===== src/rtl/shift_sat_pkg.sv =====
package shift_sat_pkg;
  // Strobes from control to datapath for one cycle.
  typedef struct packed {
    logic loadOut;   // capture result and per-op indication
    logic setFlag;   // raise sticky flag
    logic clrFlag;   // drop sticky flag
  } satStrobes_t;
endpackage


===== src/rtl/shift_sat_datapath.sv =====
module shift_sat_datapath
  import shift_sat_pkg::*;
#(
  parameter int DATA_W = 32,
  parameter int POS_W  = $clog2(DATA_W) + 1,
  parameter int AMT_W  = $clog2(DATA_W)
) (
  input  logic              clk,
  input  logic              rstN,
  input  satStrobes_t       strobes,
  input  logic [DATA_W-1:0] operand,
  input  logic              unsignedMode,
  input  logic [POS_W-1:0]  satPos,
  input  logic              shiftRight,
  input  logic [AMT_W-1:0]  shiftAmt,
  output logic              satHit,
  output logic [DATA_W-1:0] result,
  output logic              satOp,
  output logic              satFlag
);
  localparam int WIDE_W = 2 * DATA_W;
  localparam logic [POS_W-1:0] MAX_SIGNED   = POS_W'(DATA_W);
  localparam logic [POS_W-1:0] MAX_UNSIGNED = POS_W'(DATA_W - 1);

  logic signed [WIDE_W-1:0] extOp, shifted, hiLim, loLim, clamped;
  logic signed [WIDE_W-1:0] unit1;
  logic        [POS_W-1:0]  effPos;

  assign unit1 = WIDE_W'(1);
  assign extOp = {{DATA_W{operand[DATA_W-1]}}, operand};

  // Full-precision pre-shift.
  always_comb begin
    if (shiftRight) shifted = extOp >>> shiftAmt;
    else            shifted = extOp <<< shiftAmt;
  end

  // Limit the clamp width to the legal window for the mode.
  always_comb begin
    effPos = satPos;
    if (unsignedMode) begin
      if (satPos > MAX_UNSIGNED) effPos = MAX_UNSIGNED;
    end else begin
      if (satPos == '0)              effPos = POS_W'(1);
      else if (satPos > MAX_SIGNED)  effPos = MAX_SIGNED;
    end
  end

  // Range bounds.
  always_comb begin
    if (unsignedMode) begin
      hiLim = (unit1 <<< effPos) - unit1;
      loLim = '0;
    end else begin
      hiLim = (unit1 <<< (effPos - POS_W'(1))) - unit1;
      loLim = -(unit1 <<< (effPos - POS_W'(1)));
    end
  end

  always_comb begin
    satHit  = 1'b1;
    if (shifted > hiLim)      clamped = hiLim;
    else if (shifted < loLim) clamped = loLim;
    else begin
      clamped = shifted;
      satHit  = 1'b0;
    end
  end

  always_ff @(posedge clk or negedge rstN) begin
    if (!rstN) begin
      result <= '0;
      satOp  <= 1'b0;
    end else if (strobes.loadOut) begin
      result <= clamped[DATA_W-1:0];
      satOp  <= satHit;
    end
  end

  always_ff @(posedge clk or negedge rstN) begin
    if (!rstN)                satFlag <= 1'b0;
    else if (strobes.setFlag) satFlag <= 1'b1;
    else if (strobes.clrFlag) satFlag <= 1'b0;
  end
endmodule


===== src/rtl/shift_sat_ctrl.sv =====
module shift_sat_ctrl
  import shift_sat_pkg::*;
(
  input  logic        execEn,
  input  logic        flagClear,
  input  logic        satHit,
  output satStrobes_t strobes
);
  // A saturation landing on the same edge as a clear wins.
  always_comb begin
    strobes.loadOut = execEn;
    strobes.setFlag = execEn & satHit;
    strobes.clrFlag = flagClear & ~(execEn & satHit);
  end
endmodule


===== src/rtl/shift_sat_unit.sv =====
module shift_sat_unit
  import shift_sat_pkg::*;
#(
  parameter int DATA_W = 32,
  parameter int POS_W  = $clog2(DATA_W) + 1,
  parameter int AMT_W  = $clog2(DATA_W)
) (
  input  logic              clk,
  input  logic              rstN,
  input  logic              execEn,
  input  logic [DATA_W-1:0] operand,
  input  logic              unsignedMode,
  input  logic [POS_W-1:0]  satPos,
  input  logic              shiftRight,
  input  logic [AMT_W-1:0]  shiftAmt,
  input  logic              flagClear,
  output logic [DATA_W-1:0] result,
  output logic              satOp,
  output logic              satFlag
);
  satStrobes_t strobes;
  logic        satHit;

  shift_sat_ctrl ctrl_i (
    .execEn(execEn), .flagClear(flagClear), .satHit(satHit), .strobes(strobes)
  );

  shift_sat_datapath #(.DATA_W(DATA_W), .POS_W(POS_W), .AMT_W(AMT_W)) dp_i (
    .clk(clk), .rstN(rstN), .strobes(strobes), .operand(operand),
    .unsignedMode(unsignedMode), .satPos(satPos), .shiftRight(shiftRight),
    .shiftAmt(shiftAmt), .satHit(satHit), .result(result), .satOp(satOp),
    .satFlag(satFlag)
  );
endmodule


===== config.mk =====
export PLATFORM = sky130hd
export DESIGN_NAME = shift_sat_unit
export DESIGN_NICKNAME = d
export VERILOG_FILES = /design/src/rtl/shift_sat_pkg.sv /design/src/rtl/shift_sat_datapath.sv /design/src/rtl/shift_sat_ctrl.sv /design/src/rtl/shift_sat_unit.sv
export SDC_FILE = /design/constraint.sdc
export NUM_CORES = 1
export LEC_CHECK = 0
export ABC_CLOCK_PERIOD_IN_PS = 2150
export BUFFER_PORTS_ARGS = -buffer_cell sky130_fd_sc_hd__buf_2
export CORE_AREA = 10 10 171 213
export DETAILED_ROUTE_END_ITERATION = 6
export DIE_AREA = 0 0 181 223
export GPL_TIMING_DRIVEN = 0
export PLACE_DENSITY = 0.53
export SETUP_SLACK_MARGIN = 0.02
export SLEW_MARGIN = 20
export SYNTH_ARGS = -nofsm -noshare
export SYNTH_HDL_FRONTEND = slang
export SYNTH_HIERARCHICAL = 1
export SYNTH_SLANG_ARGS = --single-unit

===== constraint.sdc =====
create_clock -name clk -period 2.15 [get_ports clk]
set_input_delay 0.1075 -clock clk [delete_from_list [all_inputs] [get_ports clk]]
set_output_delay 0.1075 -clock clk [all_outputs]
set_load 0.02 [all_outputs]

* Word-level counts from Yosys, hierarchy flattened
Cells that the tools add are included.
Word-level totals: bits in registers 34, word-level logic and storage cells 33
Operators by class: add/sub/neg operators 4, magnitude comparators 4, shifts and indexed selects 4, multiplexer cells 13, bitwise gates (word level) 3, reductions and logical operators 2
Operator list (count):
- $mux W64 | 3
- $sshl A2 B6 Y64 const A | 2
- $sub A64 B2 Y64 const B | 2
- $gt A64 B64 Y1 | 1
- $lt A64 B64 Y1 | 1
- $mux W32 | 2
- $neg A64 Y64 | 1
- $sshl A32 B5 Y64 | 1
- $sshr A32 B5 Y64 | 1
- $mux W6 | 4
- $gt A6 B5 Y1 const B | 1
- $gt A6 B6 Y1 const B | 1
- $logic_not A6 Y1 | 1
- $sub A6 B1 Y6 const B | 1
- $mux W1 | 4
- $and A1 B1 Y1 | 2
- $reduce_bool A2 Y1 | 1
- $not A1 Y1 | 1

* Logic depth before layout (Yosys ltp)
depth in word-level cells 16, gate-level depth with buffers 28, gate-level depth less buffers 23

* Modules after synthesis
Netlist, hierarchy kept.
Modules (own cells, without submodules):
- shift_sat_datapath | times used 1, cells each 1551, area each 11168.2 um^2
- shift_sat_ctrl | times used 1, cells each 3, area each 21.3 um^2

* Worst setup path before layout
Ideal clock, no wire load.
path kind in2reg, start point in shiftAmt[0], end point reg dp_i.result[12], library setup time 0.126 ns, arrival time 4.770 ns, data required time 2.024 ns, path slack -2.746 ns, cell stages on the path 23, path buffers 6, path through buf_6 -> buf_12 -> buf_4 -> buf_2 -> buf_4 -> buf_2 -> mux2i_1 -> o21ai_0 -> mux2i_1 -> nand2_1 -> o21ai_0 -> mux2_2 -> a21oi_1 -> ha_1 -> a2111oi_0 -> a2111oi_0 -> o21ai_0 -> a31oi_1 -> a2111oi_0 -> a21oi_1 -> a21o_4 -> and3_1 -> o32a_1
On the way: longest elaborated chain between the ends 5
Ends and longest elaborated chain:
- from (decl) | RTL line shift_sat_unit.sv:15 | input logic [AMT_W-1:0] shiftAmt,
- $sshl A32 B5 Y64 / $sshr A32 B5 Y64 (equally long branches) | RTL line shift_sat_datapath.sv:35, shift_sat_datapath.sv:34
- $mux W64 * | RTL line shift_sat_datapath.sv:34 | if (shiftRight) shifted = extOp >>> shiftAmt;
- $lt A64 B64 Y1 | RTL line shift_sat_datapath.sv:63 | else if (shifted < loLim) clamped = loLim;
- $mux W32 | RTL line shift_sat_datapath.sv:63
- $mux W32 * | RTL line shift_sat_datapath.sv:62 | if (shifted > hiLim) clamped = hiLim;
- to (signal assigned) | RTL line shift_sat_datapath.sv:75 | result <= clamped[DATA_W-1:0];
- to (decl) | RTL line shift_sat_datapath.sv:17 | output logic [DATA_W-1:0] result,
Mark *: on every way between the ends. The rest lies on a longest branch, timed or not. A chain may end at the register's enable or synchronous reset.

* Worst setup path after layout
start point in satPos[1], end point reg dp_i.result[15]
On the way: longest elaborated chain between the ends 11
Ends and longest elaborated chain:
- from (decl) | RTL line shift_sat_unit.sv:13 | input logic [POS_W-1:0] satPos,
- $gt A6 B6 Y1 | RTL line shift_sat_datapath.sv:45 | else if (satPos > MAX_SIGNED) effPos = MAX_SIGNED;
- $mux W6 | RTL line shift_sat_datapath.sv:45
- $mux W6 | RTL line shift_sat_datapath.sv:44 | if (satPos == '0) effPos = POS_W'(1);
- $mux W6 * | RTL line shift_sat_datapath.sv:41 | if (unsignedMode) begin
- $sub A6 B1 Y6 | RTL line shift_sat_datapath.sv:55, shift_sat_datapath.sv:56
- $sshl A2 B6 Y64 | RTL line shift_sat_datapath.sv:55, shift_sat_datapath.sv:56
- $neg A64 Y64 | RTL line shift_sat_datapath.sv:56 | loLim = -(unit1 <<< (effPos - POS_W'(1)));
- $mux W64 | RTL line shift_sat_datapath.sv:51 | if (unsignedMode) begin
- $lt A64 B64 Y1 | RTL line shift_sat_datapath.sv:63
- $mux W32 | RTL line shift_sat_datapath.sv:63
- $mux W32 * | RTL line shift_sat_datapath.sv:62
Marked as above.

==> flow_summary_export.csv <==
group,metric,value,unit
worst_setup_path,required,2.32,ns
die,pin_count,83,
layout,nets,1953,
sta,slew_violations,0,
yosys,ys_seq_area_share,7.60,%
worst_setup_path,crit_path_start_kind,"input port",
run,cap_violations,0,
global_route,grt_overflow,0,
yosys,synth_warnings,6,
yosys,yosys.cell_count.top_type,"nand2_1",
yosys,synthXorXnorAreaFrac,1.96,%
detailed_routing,ant_nets,0,
clock_network,cts_buffer_depth,2,
yosys,synthCells,1554,
yosys,syn_area,11200,um2
sta,rsz0062_at_grt,"yes",
layout,area_growth,42.9,%
die,start_util,34.6,%
sta,fin_tns_setup,-80.47,ns
yosys,synth_area_leaders,"ha_1, mux2i_1, dfrtp_1, nand2_1, nor2_1",
yosys,ys_ff_latch,34,
worst_setup_path,arrival,4.80,ns
yosys,synth_compound_area_share,25.0,%
worst_setup_path,path_max_fanout,9,
clock_network,root_buffer,"clkbuf_16",
sta,period_minus_slack,4.63,ns
clock_network,path_clk_slew,0.06,ns
sta,min_period_over_period,215,%
sta,fin_ws,-2.48,ns
yosys,synth_top_family_by_area,"compound AO/OA/AOI/OAI gates",
power_and_ir_drop,clkPwrFrac,10.5,%
yosys,synth-main-ff-cell,"dfrtp_1",
placed_design,gp_congestion,0.997,
worst_setup_path,crit_type,"input port to register",
yosys,ys_types,88,
sta,skew,0,ns
global_route,grt_pass1_wl,85.0,mm
yosys,synth_top_area_share,14.4,%
power_and_ir_drop,p_per_area,444,nW/um2
die,die_width,181,um
sta,finalHoldViolCount,0,
worst_setup_path,reg2reg_slack,1.00,ns
global_route,grt_pass1_vias,13509,
sta,worst_pin_slew,1.27,ns
die,core_area,32300,um2
detailed_routing,firstDrtPassIters,5,
detailed_routing,drt_iter0_markers,1363,
detailed_routing,drt-total-wl,58.6,mm
yosys,yosys.area_share.simple,24.4,%
global_route,grt_max_degree,35,
yosys,synth_top_area_cell,"ha_1",
layout,diodes,0,
clock_network,clock_latency,0.28,ns
yosys,avgSynthCellArea,7.20,um2
worst_setup_path,endpoint_kind,"register",
power_and_ir_drop,combPwrFrac,77.3,%
status,violations,"negative setup slack",
detailed_routing,drc,0,
power_and_ir_drop,p_int,3530,uW
clock_network,cts_tree,"built",
yosys,synth_edf_count,0,
die,rows,74,
yosys,async_flop_share,100,%
power_and_ir_drop,swShare,50.3,%
global_route,grt_use_total,26.7,%
clock_network,cts_buffers,5,
global_route,antenna_found_initial,0,
power_and_ir_drop,p_sw,3570,uW
hold_path,hp-class,"input port to register",
sta,slew_headroom,14.6,%
detailed_routing,vias_per_cell,6.42,
layout,fillers,3142,
status,status,"finished, violations left",
placed_design,io_buffers,77,
placed_design,dpl.hpwl,45.3,mm
layout,drive_gt1_share,35.6,%
power_and_ir_drop,ir_drop,0.474,mV
sta,fmax,216,MHz
die,die_area,40400,um2
detailed_routing,avgRoutedWirePerCell,26.7,um
power_and_ir_drop,seqPwrFrac,12.3,%
placed_design,dp_cells,2065,
clock_network,numClockSinks,34,
die,dieHeight,223,um
sta,setup_viol,34,
detailed_routing,dr_total_vias,14085,
yosys,netlist_top_cells_count,"nand2_1, nor2_1, mux2i_1, ha_1, o21ai_0",
clock_network,htreeDepth,2,
power_and_ir_drop,p_leak,0.00662,uW
yosys,synthMuxAreaShare,20.1,%
yosys,synthAdderAreaFrac,14.4,%
layout,fin_cells,2194,
## power groups by stage
stage | logic, uW | registers (uW) | clock network [uW]
finish | 5490 | 872 | 744
global route | 5820 | 890 | 786
CTS | 4810 | 869 | 756
detailed placement | 4000 | 877 | 0
global placement | 4000 | 876 | 0
floorplan | 2510 | 1040 | 0
## worst max-delay path, cell delays in order
cell	delay (ns)
buf_6	0.10
buf_8	0.12
or4b_4	0.52
o21ai_2	0.35
a31oi_4	0.17
or2_2	0.32
nand2_1	0.37
nor2_1	0.25
ha_1	0.38
nand4_1	0.10
nor2_1	0.29
a21oi_1	0.12
o221ai_1	0.37
a21oi_2	0.09
buf_4	0.20
o22a_4	0.29
buf_4	0.16
and3_4	0.15
o32a_1	0.33
## kinds of logic (layout without fill, tap and decap cells)
family,count (synthesis),count (layout)
xor gates and xnor gates,25,25
DFF,34,34
other,1,17
buffers and inverters,175,379
muxes,192,192
adders and majority gates,129,129
and+or+nand+nor,571,571
AOI/OAI and AO/OA,427,429
## routing by layer
layer | vias to the layer above | global-route usage [%] | wire (um)
li1 | 6282 | - | -
met1 | 6829 | 30.3 | 22100
met2 | 746 | 46.7 | 28400
met3 | 228 | 2.74 | 3630
met4 | 0 | 17.3 | 4450
met5 | - | 0 | 0
## through the flow
| stage | setup slack, ns | hold WS [ns] | area [um2] | total power [uW] | util [%] |
|---|---|---|---|---|---|
| 2_1_floorplan | -2.17 | -0.188 | 11600 | 3540 | - |
| 3_3_place_gp | -4.57 | 0.219 | 12500 | 4880 | 38.7 |
| 3_5_place_dp | -4.57 | 0.232 | 12500 | 4880 | 38.7 |
| 4_1_cts | -2.45 | 0.156 | 14700 | 6430 | 45.6 |
| 5_1_grt | -2.53 | 0.174 | 16000 | 7490 | 49.5 |
| 6_report | -2.48 | 0.155 | 16000 | 7100 | 49.5 |
## what timing repair did
item                                   in CTS  in global routing
endpoints found under the hold margin      34                  0
setup buffers                              73                 38
setup endpoints to repair                  34                 34
hold buffers                                1                  0
gates cloned                               11                  4
resized for setup                         316                223
pin swaps                                  81                 89
## flip-flops by register name, summed over array words and instances, names as in the netlist
register / flops
dp_i/result: 32
dp_i/satOp: 1
dp_i/satFlag: 1
## area by class of cell
type | count | area [um2] | share of cell area (%)
inverters | 40 | 155 | 0.970
clock inverters | 2 | 12.5 | 0.0782
clock buffers | 6 | 139 | 0.868
repair buffers | 198 | 1500 | 9.37
flip-flops and latches | 34 | 851 | 5.32
well taps | 418 | 523 | 3.27
multi-input cells | 1363 | 11700 | 73.2
plain buffers | 133 | 1110 | 6.93
## final timing paths
kind | startpoint | endpoint | depth (start not counted)
min in group asynchronous | rstN | dp_i/result[18]$_DFFE_PN0P_ | 2
max in group asynchronous | rstN | dp_i/result[14]$_DFFE_PN0P_ | 2
min reg2reg | dp_i/result[31]$_DFFE_PN0P_ | dp_i/result[31]$_DFFE_PN0P_ | 1
min | execEn | dp_i/satFlag$_DFFE_PN0P_ | 4
max | satPos[1] | dp_i/result[15]$_DFFE_PN0P_ | 19
max reg2reg | dp_i/result[0]$_DFFE_PN0P_ | dp_i/result[0]$_DFFE_PN0P_ | 3
## cells in the final DEF, fill, tap and decap left out, drive strengths merged, types with 25 or more instances in the layout
cell type,n
o21ai,114
mux2i,133
dfrtp,34
buf,239
nand3,61
clkbuf,95
a21oi,111
mux2,37
or3,25
nand2,163
nand4,34
ha,129
nor2,152
nor3,38
inv,37
No activity file was read; power rests on OpenSTA's default activity.
